==> config.mk <==
export PLATFORM = sky130hd
export DESIGN_NAME = bist_obs_reg
export DESIGN_NICKNAME = d
export VERILOG_FILES = /design/src/rtl/bist_obs_pkg.sv /design/src/rtl/bist_obs_mode_dec.sv /design/src/rtl/bist_obs_feedback.sv /design/src/rtl/bist_obs_stage.sv /design/src/rtl/bist_obs_reg.sv
export SDC_FILE = /design/constraint.sdc
export NUM_CORES = 1
export LEC_CHECK = 0
export BUFFER_PORTS_ARGS = -buffer_cell sky130_fd_sc_hd__clkbuf_2
export CORE_AREA = 10 10 49 51
export CTS_CLUSTER_DIAMETER = 30
export DETAILED_ROUTE_END_ITERATION = 7
export DIE_AREA = 0 0 59 61
export SYNTH_ARGS = -nofsm -noshare
export SYNTH_HDL_FRONTEND = slang
export SYNTH_SLANG_ARGS = --single-unit
==> constraint.sdc <==
create_clock -name clk -period 1.65 [get_ports clk]
set_clock_uncertainty 0.2 [all_clocks]
set_input_delay 0.33 -clock clk [delete_from_list [all_inputs] [get_ports clk]]
set_output_delay 0.33 -clock clk [all_outputs]
set_load 0.03 [all_outputs]
==> src/rtl/bist_obs_pkg.sv <==
package bist_obs_pkg;

   typedef enum logic [1:0] {
      MODE_SCAN = 2'b00,
      MODE_GEN  = 2'b01,
      MODE_LOAD = 2'b10,
      MODE_SIG  = 2'b11
   } bist_mode_e;

   typedef struct packed {
      logic shift;
      logic load;
      logic sig;
      logic head_scan;
   } stage_ctl_t;

endpackage

==> src/rtl/bist_obs_mode_dec.sv <==
module bist_obs_mode_dec
   import bist_obs_pkg::*;
(
   input  logic       mode_hi,
   input  logic       mode_lo,
   output stage_ctl_t ctl
);

   bist_mode_e mode;

   assign mode = bist_mode_e'({mode_hi, mode_lo});

   always_comb begin
      ctl = '0;
      unique case (mode)
         MODE_SCAN: begin
            ctl.shift     = 1'b1;
            ctl.head_scan = 1'b1;
         end
         MODE_GEN:  ctl.shift = 1'b1;
         MODE_LOAD: ctl.load  = 1'b1;
         MODE_SIG:  ctl.sig   = 1'b1;
         default:   ctl       = '0;
      endcase
   end

endmodule

==> src/rtl/bist_obs_feedback.sv <==
module bist_obs_feedback #(
   parameter int unsigned      WIDTH = 8,
   parameter logic [WIDTH-1:0] TAPS  = {WIDTH{1'b1}}
) (
   input  logic [WIDTH-1:0] state,
   output logic             fb
);

   logic [WIDTH-1:0] term;

   for (genvar i = 0; i < WIDTH; i++) begin : g_tap
      if (TAPS[i]) begin : g_on
         assign term[i] = state[i];
      end else begin : g_off
         assign term[i] = 1'b0;
      end
   end

   assign fb = ^term;

endmodule

==> src/rtl/bist_obs_stage.sv <==
module bist_obs_stage
   import bist_obs_pkg::*;
(
   input  logic       clk,
   input  logic       en,
   input  stage_ctl_t ctl,
   input  logic       prev,
   input  logic       din,
   output logic       q
);

   logic nxt;

   always_comb begin
      nxt = q;
      if (ctl.shift)     nxt = prev;
      else if (ctl.load) nxt = din;
      else if (ctl.sig)  nxt = prev ^ din;
   end

   always_ff @(posedge clk) begin
      if (en) q <= nxt;
   end

   logic unused_ctl;
   assign unused_ctl = ctl.head_scan;

endmodule

==> src/rtl/bist_obs_reg.sv <==
module bist_obs_reg
   import bist_obs_pkg::*;
#(
   parameter int unsigned      WIDTH = 8,
   parameter logic [WIDTH-1:0] TAPS  = {WIDTH{1'b1}}
) (
   input  logic             clk,
   input  logic             en,
   input  logic             mode_hi,
   input  logic             mode_lo,
   input  logic             scan_in,
   input  logic [WIDTH-1:0] pdata_in,
   output logic [WIDTH-1:0] pdata_out,
   output logic             scan_out
);

   localparam int unsigned LAST = WIDTH - 1;

   if (WIDTH < 2) begin : g_bad_width
      $error("bist_obs_reg: WIDTH must be at least 2");
   end
   if (!TAPS[LAST]) begin : g_bad_taps
      $error("bist_obs_reg: TAPS must include the last stage");
   end

   stage_ctl_t       ctl;
   logic             fb;
   logic             head;
   logic [WIDTH-1:0] state;
   logic [WIDTH-1:0] prev;

   bist_obs_mode_dec u_dec (
      .mode_hi (mode_hi),
      .mode_lo (mode_lo),
      .ctl     (ctl)
   );

   bist_obs_feedback #(
      .WIDTH (WIDTH),
      .TAPS  (TAPS)
   ) u_fb (
      .state (state),
      .fb    (fb)
   );

   assign head = ctl.head_scan ? scan_in : fb;

   for (genvar i = 0; i < WIDTH; i++) begin : g_stage
      if (i == 0) begin : g_head
         assign prev[i] = head;
      end else begin : g_body
         assign prev[i] = state[i-1];
      end

      bist_obs_stage u_stage (
         .clk  (clk),
         .en   (en),
         .ctl  (ctl),
         .prev (prev[i]),
         .din  (pdata_in[i]),
         .q    (state[i])
      );
   end

   assign pdata_out = state;
   assign scan_out  = state[LAST];

endmodule

---- After elaboration in Yosys (flattened, before gate mapping) ----
Cells that the tools add are included.
W data, S select, Z words.
storage, ports and cells
  bits in registers ....................... 8
  latch bits .............................. 0
  RAM bits ................................ 0
  memory bits (read-only) ................. 0
  input bits .............................. 13
  output and inout bits ................... 9
  word-level logic and storage cells ...... 53
  memories kept ........................... 0
cells by class
  add/subtract/negate cells ............... 0
  $mul .................................... 0
  div/mod/pow operators ................... 0
  $lt $le $gt $ge ......................... 0
  eq/ne operators ......................... 3
  shift operators ......................... 0
  muxes and demuxes ....................... 29
  bitwise gates (word level) .............. 8
  reductions and logical operators ........ 5
operators with widths
  cell                  number
  $mux W1               29
  $reduce_xor A8 Y1     1
  $xor A1 B1 Y1         8
  $eq A2 B2 Y1 const B  2
  $reduce_bool A3 Y1    1
  $eq A2 B1 Y1 const B  1
  $logic_not A2 Y1      1
  $reduce_and A2 Y1     1
  $reduce_or A2 Y1      1

---- Logic depth before layout (Yosys ltp) ----
Gate-level depths: netlist of the first run.
  depth in word-level cells ............... 7
  depth in mapped cells ................... 5
  depth with buffers taken out ............ 4

---- By module ----
A second synthesis of the first run with hierarchy kept.
second synthesis, totals
  cell total of the unflattened synthesis .. 69
  area, all modules ....................... 634.4 µm²
by module, submodules not included
  module             times used  cells an instance  area each (µm²)  seq. area each (µm²)
  bist_obs_stage     8           7                  66.3             30.0
  bist_obs_feedback  1           7                  61.3             0.0
  bist_obs_reg       1           2                  22.5             0.0
  bist_obs_mode_dec  1           4                  20.0             0.0

---- Least setup slack after synthesis of the first run ----
OpenSTA, ideal clock, no wires.
  path kind ............................... register to register
  from .................................... register g_stage[7].u_stage.q
  to ...................................... register g_stage[0].u_stage.q (data pin)
  setup time .............................. 0.261 ns
  arrival time ............................ 1.137 ns
  data required time ...................... 1.189 ns
  setup slack ............................. 0.052 ns
  stages on the path, launching flop included .. 5
  path buffers ............................ 0
  period minus slack after synthesis ...... 1.598 ns
  path through ............................ edfxtp_1 xnor2_1 xnor2_1 xnor2_1 mux2i_1
between the ends
  cells in the longest elaborated chain, start to end .. 6
ends and longest elaborated chain
  element                           RTL line                 text
  start, declared                   bist_obs_stage.sv:9      output logic q
  start signal, assigned            bist_obs_stage.sv:22     if (en) q <= nxt;
  $reduce_xor A8 Y1 *               bist_obs_feedback.sv:19  assign fb = ^term;
  $mux W1 *                         bist_obs_reg.sv:46       assign head = ctl.head_scan ? scan_in : fb;
  $xor A1 B1 Y1                     bist_obs_stage.sv:18     else if (ctl.sig) nxt = prev ^ din;
  $mux W1                           bist_obs_stage.sv:18
  $mux W1                           bist_obs_stage.sv:17     else if (ctl.load) nxt = din;
  $mux W1 *                         bist_obs_stage.sv:16     if (ctl.shift) nxt = prev;
  named net g_stage[0].u_stage.nxt  bist_obs_stage.sv:12     logic nxt;
  end signal, assigned              bist_obs_stage.sv:22
  end, declared                     bist_obs_stage.sv:9
The timed path passes the listed nets; every way through them passes the cells marked *. The select of a mux whose other input is x is not followed.
A chain may end at the register's enable or synchronous reset.

---- Final worst setup path of the first run ----
  from .................................... register g_stage[0].u_stage.q
  to ...................................... output pdata_out[0]
RTL lines
  element        RTL line            text
  end, declared  bist_obs_reg.sv:13  output logic [WIDTH-1:0] pdata_out,
No word-level cell between the ends.

==> impl_metrics.json, run 1 <==
{
  "status": "finished clean",
  "yosysTopAreaCellShare": 0.434,
  "slowest_delay_ns": 0.40,
  "p_per_area_nw_per_um2": 1080,
  "cts.sinks": 8,
  "initial_core_util": 0.376,
  "worst_slack_ns": 0.134,
  "grt_first_pass_wirelength_um": 1880,
  "relSlewSlack": 0.819,
  "path_delay_family": "flip-flops",
  "required_ns": 1.12,
  "core_area_um2": 1470,
  "drt_iter0_drc": 4,
  "yosysTopAreaCell": "edfxtp_1",
  "synthToLayoutAreaGrowth_pct": 15.6,
  "seq_area_um2": 240,
  "post_cts_buffers": 0,
  "top_usage_layer": "met2",
  "path_max_fanout": 3,
  "syn_nets": 74,
  "multi_input_area_um2": 236,
  "die_y_um": 61,
  "fin_util": 0.435,
  "finalHoldViolCount": 0,
  "critPathBufInv": 2,
  "finalCritPeriodShare": 0.919,
  "hp-class": "primary input to flip-flop",
  "clkTransAtPathRegs_ns": 0.05,
  "met1_usage": 0.0720,
  "peakVddDrop_v": 0.000435,
  "antenna_found_initial": 0,
  "wl_per_cell_um": 13.2,
  "rsz0062_at_grt": "no",
  "fill_cells": 161,
  "synth.distinct_cells": 11,
  "grt_max_degree": 17,
  "num_vias": 470,
  "num_rows": 14,
  "grt_util_met2": 0.104,
  "startpoint": "g_stage[0].u_stage.q",
  "dieArea_um2": 3600,
  "clock.fmax_mhz": 659,
  "vias_per_cell": 5.16,
  "fin_crit_ns": 1.52,
  "start_kind": "flip-flop",
  "cts_tree": "done",
  "hp-start": "en",
  "syn_area_um2": 553,
  "design_area_um2": 639,
  "cts_resized": 0,
  "syn_avg_cell_area_um2": 9.07,
  "cap_violations": 0,
  "p_leak_nw": 0.258,
  "layout_common_cells": "clkbuf_2 (21), a21oi_1 (17), edfxtp_1 (8)",
  "crit_path_cell_trace": "buf_4, clkbuf_2",
  "finalSetupViolations": 0,
  "pre_cts_slack_ns": 0.136,
  "numCtsBuffers": 3,
  "fp.dieW_um": 59,
  "largest_register_ffs": 8,
  "cts_buffer_depth": 2,
  "drc": 0,
  "gp_congestion": 0.694,
  "regMostFlops": "g_stage.u_stage.q",
  "met3_usage": 0.0292,
  "cts_root_buf": "clkbuf_4",
  "synth_seq_area_share": 0.434,
  "synth_area_leaders": "edfxtp_1 (43%), a21oi_1 (15%), xnor2_1 (11%)",
  "n_antenna_cell": 0,
  "r2r-start": "g_stage[1].u_stage.q",
  "firstDrtPassIters": 4,
  "grt_util_all_layers": 0.0697,
  "drive_gt1_frac": 0.347,
  "tightest_slew_ns": 0.272,
  "syn_inst": 61,
  "ant_nets": 0,
  "tns_ns": 0,
  "ios": 22,
  "layout_commonest_cell": "clkbuf_2",
  "slowest_stage": "edfxtp_1",
  "crit_arrival_ns": 0.99,
  "crit_path_end_kind": "primary output",
  "portBuffers": 21,
  "crit_type": "flip-flop to primary output",
  "maxSlewViolCount": 0,
  "clk_latency_ns": 0.25,
  "ys_ff_latch": 8,
  "finalWirelength_um": 1200,
  "ys_warn_count": 0,
  "placed_area_um2": 617,
  "grt_pass1_vias": 438,
  "top_regs": "g_stage.u_stage.q (8)",
  "cts_hold_buf": 0,
  "nets": 90,
  "grt-ovfl-total": 0,
  "cts_max_level": 1,
  "hpwl_um": 962
}
==> routing by layer <==
layer / routed length [um] / up-vias / share of wire
met2: 563 / 16 / 0.47
li1: - / 243 / -
met1: 513 / 209 / 0.43
met3: 100 / 2 / 0.083
met4: 27 / 0 / 0.022
met5: 0 / - / 0
==> power breakdown <==
part / internal [mW] / switching [mW]
registers: 0.262 / 0.0256
clock network: 0.0831 / 0.0643
logic: 0.114 / 0.142
total: 0.459 / 0.232
==> kinds of logic after synthesis <==
family	Yosys count	share of synthesized area
compound gates	24	0.217
simple gates	9	0.0814
xor+xnor	7	0.111
flops	8	0.434
buf+inv	12	0.138
mux	1	0.0181
==> cells in the mapped netlist <==
library cell / count
a21oi_1: 17
buf_2: 1
buf_4: 8
clkbuf_1: 3
edfxtp_1: 8
mux2i_1: 1
nand2_1: 1
nand2b_1: 1
nand3_1: 7
o21ai_0: 7
xnor2_1: 7
==> path summary, 6_finish.rpt <==
kind                     endpoint  slack (ns)  depth (start not counted)
max reg2reg  g_stage[0].u_stage.q        0.14                          4
min          g_stage[2].u_stage.q        0.25                          1
max                  pdata_out[0]        0.13                          2
min reg2reg  g_stage[7].u_stage.q        0.48                          2
==> through the flow <==
| step | std cells | power, mW | hold slack (ns) |
|---|---|---|---|
| floorplan | 61 | 0.507 | 0.384 |
| global placement | 88 | 0.545 | 0.445 |
| detailed placement | 88 | 0.551 | 0.466 |
| CTS | 91 | 0.700 | 0.252 |
| global route | 91 | 0.741 | 0.263 |
| finish | 91 | 0.690 | 0.254 |
==> area by class of cell <==
class	count	share of cell area
Multi-Input combinational cell	41	0.370
Timing Repair Buffer	23	0.188
Clock buffer	3	0.0352
Tap cell	16	0.0313
Sequential cell	8	0.376
==> worst register-to-register path: cells and delay by family, from the launching register on <==
kind / cells / cell delay (ns)
flip-flops: 1 / 0.46
multiplexers: 1 / 0.09
XOR/XNOR: 3 / 0.52
Note: power is estimated with default switching activity, not from simulation.
==> run 2, diff against run 1 <==
Settings changed: CORE_AREA 10 10 49 51 to 10 10 51 53, DIE_AREA 0 0 59 61 to 0 0 61 63, SYNTH_HIERARCHICAL from default to 1.
==> run 2 against run 1 <==
The run now ends with setup timing left. Flip-flop and latch count did not move. Via count rose by 30%. Global-route usage is 1.8 points higher. Synthesized cell count increased by 13%. Maximum frequency is 17% lower. Largest power group is now combinational cells. Highest routed layer unchanged.
==> impl_metrics.json, run 2 <==
{
  "fin_crit_ns": 1.83,
  "cts_buffer_depth": 2,
  "synth_seq_area_share": 0.379,
  "worst_slack_ns": -0.181,
  "design_area_um2": 888,
  "post_cts_buffers": 0,
  "syn_area_um2": 634,
  "synth.distinct_cells": 13,
  "nets": 118,
  "finalWirelength_um": 1580,
  "crit_arrival_ns": 1.62,
  "dpl.cell_count": 117,
  "grt_max_degree": 25,
  "crit_type": "flip-flop to flip-flop",
  "clk_latency_ns": 0.25,
  "cts_tree": "done",
  "violations": "setup timing",
  "dieArea_um2": 3840,
  "cap_violations": 0,
  "synth_area_leaders": "edfxtp_1 (38%), o311ai_1 (11%), o31a_1 (11%)",
  "synth_most_common_cell": "inv_1",
  "relSlewSlack": 0.804,
  "power_uw": 761,
  "wl_per_cell_um": 13.2,
  "p_per_area_nw_per_um2": 856,
  "hpwl_um": 1270,
  "top_regs": "g_stage.u_stage/q (8)",
  "path_max_fanout": 2,
  "peakVddDrop_v": 0.000359,
  "hp-class": "primary input to flip-flop",
  "layout_commonest_cell": "clkbuf_2",
  "drive_gt1_frac": 0.388,
  "core_area_um2": 1650,
  "vias_per_cell": 5.10,
  "grt_pass1_vias": 596,
  "finalSetupViolations": 1,
  "maxSlewViolCount": 0,
  "cts_resized": 2,
  "ys_ff_latch": 8,
  "cts_max_level": 1,
  "ios": 22,
  "rsz0062_at_grt": "yes",
  "fin_util": 0.538,
  "numCtsBuffers": 3,
  "n_antenna_cell": 0,
  "synth-edff-count": 8,
  "grt_first_pass_wirelength_um": 2660,
  "instances_no_fill": 120,
  "grt-ovfl-total": 0,
  "tns_ns": -0.181,
  "placed_area_um2": 851,
  "clkTransAtPathRegs_ns": 0.06,
  "clock.fmax_mhz": 546,
  "yosysTopAreaCell": "edfxtp_1",
  "p_leak_nw": 0.421,
  "syn_inst": 69,
  "start_kind": "flip-flop",
  "firstDrtPassIters": 4,
  "num_rows": 15,
  "required_ns": 1.44,
  "cts.sinks": 8,
  "finalHoldViolCount": 0,
  "ys_warn_count": 6,
  "synthFlopType": "edfxtp_1",
  "largest_register_ffs": 8,
  "initial_core_util": 0.384,
  "whs_ns": 0.225,
  "die_y_um": 63,
  "portBuffers": 21,
  "finalCritPeriodShare": 1.11,
  "cts_root_buf": "clkbuf_4",
  "fill_cells": 161,
  "yosysTopAreaCellShare": 0.379,
  "drc": 0,
  "synthToLayoutAreaGrowth_pct": 40.0,
  "syn_nets": 82,
  "ant_nets": 0,
  "async_reset_ff_frac": 0,
  "fp.dieW_um": 61,
  "pre_cts_slack_ns": -0.195,
  "cts_hold_buf": 0,
  "antenna_found_initial": 0,
  "num_vias": 612,
  "regMostFlops": "g_stage.u_stage/q",
  "syn_avg_cell_area_um2": 9.19,
  "layout_common_cells": "clkbuf_2 (21), inv_1 (16), buf_4 (10)",
  "tightest_slew_ns": 0.290,
  "status": "finished with violations",
  "grt_util_all_layers": 0.0879,
  "drt_iter0_drc": 15,
  "crit_path_end_kind": "flip-flop",
  "gp_congestion": 0.771
}
[run 2: final timing paths]
check / startpoint / endpoint / slack (ns) / depth (start not counted)
worst max-delay path: g_stage[1].u_stage/q / g_stage[0].u_stage/q / -0.18 / 7
worst min-delay path: pdata_in[0] / g_stage[0].u_stage/q / 0.22 / 3
worst max register to register: g_stage[1].u_stage/q / g_stage[0].u_stage/q / -0.18 / 7
worst min register to register: g_stage[2].u_stage/q / g_stage[3].u_stage/q / 0.50 / 3
[run 2: kinds of logic (layout without fill, tap and decap cells)]
family,Yosys count,after routing,synth area share
AOI/OAI and AO/OA,24,24,0.316
xor gates and xnor gates,7,7,0.0966
buffers and inverters,18,52,0.112
DFF,8,8,0.379
muxes,1,1,0.0237
and+or+nand+nor,11,11,0.0730
[run 2: layout make-up]
cell class,count,area [um^2],area share
Clock buffer,3,22.5,0.0254
Timing Repair Buffer,32,200,0.225
Sequential cell,8,240,0.270
Tap cell,17,21.3,0.0239
Inverter,17,63.8,0.0718
Multi-Input combinational cell,43,340,0.383
[run 2: per-layer routing]
layer  GRT usage  vias to the layer above  share of wire
li1            -                      326              -
met1       0.104                      268           0.44
met2       0.128                       16           0.46
met3      0.0366                        2          0.085
met4      0.0495                        0          0.018
met5           0                        -              0
[run 2: report_power, final]
group / switching, mW / total [mW] / internal [mW]
registers: 0.0177 / 0.274 / 0.257
clock network: 0.0692 / 0.153 / 0.0835
logic: 0.172 / 0.334 / 0.162
total: 0.259 / 0.761 / 0.502
[run 2: critical path: stages, from the launching register on]
cell and delay [ns]:
edfxtp_1 0.42, xnor2_2 0.20, xnor2_1 0.15, xnor2_1 0.14, mux2_4 0.17, inv_2 0.03, o211ai_1 0.15, o311ai_1 0.11
==> run 3, diff against run 2 <==
Settings changed: ABC_AREA from default to 1, CORE_AREA 10 10 51 53 to 10 10 57 59, DIE_AREA 0 0 61 63 to 0 0 67 69.
Clock period 1.65 ns to 1.55 ns, I/O delays scaled along.
==> run 3 against run 2 <==
Sequential power grew 3%. Non-clock buffer count unchanged. Combinational power shrank 3%. The run still ends with setup timing left. Register-to-register slack improved by 0.098 ns. Die area rose by 20%. Design area is 31% higher. Global-route usage rose by 1.6 points. Critical endpoint unchanged. Flip-flop and latch count did not move. Via count up 59%. Maximum frequency rose by 12%.
==> impl_metrics.json, run 3 <==
{
  "crit_path_end_kind": "flip-flop",
  "path_max_fanout": 4,
  "ant_nets": 0,
  "crit_path_cell_trace": "inv_1, nand2_1, nand2_1, nand2_1, nand2_1, nand2_1, nand2_1, nand2_1, nand2_1, nand4_1, nand2_1, inv_1",
  "ys_ff_latch": 8,
  "cap_violations": 0,
  "syn_inst": 153,
  "p_per_area_nw_per_um2": 665,
  "tns_ns": -0.0826,
  "finalWirelength_um": 2290,
  "antenna_found_initial": 0,
  "pwr-share-seq": 0.363,
  "hp-class": "primary input to flip-flop",
  "swShare": 0.368,
  "vias_per_cell": 4.54,
  "wl_per_cell_um": 10.6,
  "drc": 0,
  "yosysTopAreaCell": "nand2_1",
  "syn_nets": 166,
  "relSlewSlack": 0.814,
  "drt_iter0_drc": 22,
  "intPower_uw": 489,
  "maxSlewViolCount": 0,
  "layout_common_cells": "nand2_1 (80), inv_1 (24), clkbuf_2 (12), inv_2 (11), buf_4 (10)",
  "cts_tree": "done",
  "finalCritPeriodShare": 1.05,
  "grt_max_degree": 25,
  "ys_warn_count": 6,
  "violations": "setup timing",
  "synthFlopType": "edfxtp_1",
  "synth_seq_area_share": 0.286,
  "p_clk_frac": 0.218,
  "clk_latency_ns": 0.26,
  "num_rows": 17,
  "crit_arrival_ns": 1.45,
  "worst_slack_ns": -0.0826,
  "synth.distinct_cells": 9,
  "synth_common_cells": "nand2_1 (83), inv_1 (26), inv_2 (9), nor2_1 (9)",
  "numCtsBuffers": 3,
  "p_switching_uw": 285,
  "die_y_um": 69,
  "cts.sinks": 8,
  "peakVddDrop_v": 0.000324,
  "p_leak_nw": 0.690,
  "synth_area_leaders": "nand2_1 (37%), edfxtp_1 (29%), inv_1 (12%)",
  "largest_register_ffs": 8,
  "firstDrtPassIters": 2,
  "cts_buffer_depth": 2,
  "regMostFlops": "g_stage.u_stage/q",
  "ios": 22,
  "gp_congestion": 0.751,
  "grt_first_pass_wirelength_um": 3860,
  "pre_cts_slack_ns": -0.0752,
  "cts_root_buf": "clkbuf_4",
  "status": "finished with violations",
  "finalHoldViolCount": 0,
  "power_uw": 774,
  "synthToLayoutAreaGrowth_pct": 38.5,
  "design_area_um2": 1160,
  "required_ns": 1.36,
  "yosysTopAreaCellShare": 0.371,
  "rsz0062_at_grt": "yes",
  "n_antenna_cell": 0,
  "power_frac_comb": 0.418,
  "finalSetupViolations": 1,
  "hpwl_um": 1790,
  "grt_util_all_layers": 0.104,
  "synth-edff-count": 8,
  "placed_area_um2": 1070,
  "portBuffers": 21,
  "core_area_um2": 2150,
  "fp.dieW_um": 67,
  "num_vias": 976,
  "syn_area_um2": 841,
  "nets": 202,
  "crit_type": "flip-flop to flip-flop",
  "dieArea_um2": 4620,
  "fin_crit_ns": 1.63,
  "slowest_delay_ns": 0.44,
  "path_delay_family": "simple AND/OR/NAND/NOR gates",
  "drive_gt1_frac": 0.267,
  "grt-ovfl-total": 0,
  "clkTransAtPathRegs_ns": 0.06,
  "initial_core_util": 0.391,
  "tightest_slew_ns": 0.279,
  "top_regs": "g_stage.u_stage/q (8)",
  "critPathBufInv": 2,
  "clock.fmax_mhz": 613,
  "slowest_stage": "edfxtp_1",
  "whs_ns": 0.211,
  "layout_commonest_cell": "nand2_1",
  "syn_avg_cell_area_um2": 5.50,
  "async_reset_ff_frac": 0,
  "start_kind": "flip-flop",
  "cts_max_level": 1,
  "cp_common_cell": "nand2_1",
  "synth_most_common_cell": "nand2_1",
  "grt_pass1_vias": 907
}
## run 3: cell types whose count changed in the layout (fill, tap and decap cells not counted), sizes merged, moves of 8 or more
cell	before	now
a21boi	0	8
nor2	1	10
nand4	0	8
o311ai	8	0
inv	17	35
o31a	8	0
nand2	8	83
o211ai	8	0
## run 3: power groups by stage
stage	clock, mW	sequential (mW)	combinational (mW)
5_1_grt	0.188	0.285	0.366
2_1_floorplan	0	0.321	0.152
4_1_cts	0.181	0.280	0.310
3_3_place_gp	0	0.283	0.280
3_5_place_dp	0	0.285	0.292
6_report	0.169	0.281	0.324
## run 3: layer usage
| metal | vias to the layer above | track usage | wire, um |
|---|---|---|---|
| li1 | 535 | - | - |
| met2 | 11 | 0.166 | 1140 |
| met5 | - | 0 | 0 |
| met3 | 2 | 0.0258 | 95 |
| met4 | 0 | 0.0475 | 17 |
| met1 | 428 | 0.125 | 1040 |
## run 3: worst paths after layout
check / startpoint / to / slack (ns) / cells after the start
setup reg to reg: g_stage[7].u_stage/q / g_stage[0].u_stage/q / -0.08 / 12
hold / removal: pdata_in[6] / g_stage[6].u_stage/q / 0.21 / 4
hold reg to reg: g_stage[2].u_stage/q / g_stage[3].u_stage/q / 0.62 / 5
setup / recovery: g_stage[7].u_stage/q / g_stage[0].u_stage/q / -0.08 / 12
## run 3: tightest hold or removal path: cells and delay by family
| kind | cells | cell delay (ns) |
|---|---|---|
| buffers and inverters | 2 | 0.13 |
| and+or+nand+nor | 2 | 0.13 |
## run 3: final cells by class
cell class | instances | area (um^2)
Fill cell | 222 | 983
Multi-Input combinational cell | 109 | 474
Timing Repair Buffer | 32 | 262
Sequential cell | 8 | 240
Inverter | 35 | 131
Tap cell | 28 | 35.0
Clock buffer | 3 | 22.5
## run 3: per-stage QoR
| step | instances | utilization |
|---|---|---|
| floorplan | 153 | - |
| global placement | 211 | 0.496 |
| detailed placement | 211 | 0.496 |
| CTS | 214 | 0.527 |
| global route | 215 | 0.542 |
| finish | 215 | 0.542 |
## run 3: timing repair
| action | CTS | global route |
|---|---|---|
| gates cloned | 0 | 0 |
| resized for setup | 11 | 18 |
| buffers inserted | 0 | 3 |
| hold buffers | 0 | 0 |
| endpoints found under the setup margin | 7 | 10 |
## run 3: cell families (layout without fill, tap and decap cells)
kind of cell           Yosys count  after routing  share of synthesized area
AND/OR/NAND/NOR                101            101                      0.478
flip-flops                       8              8                      0.286
AO/OA/AOI/OAI                    8              8                     0.0714
buffers and inverters           36             70                      0.165
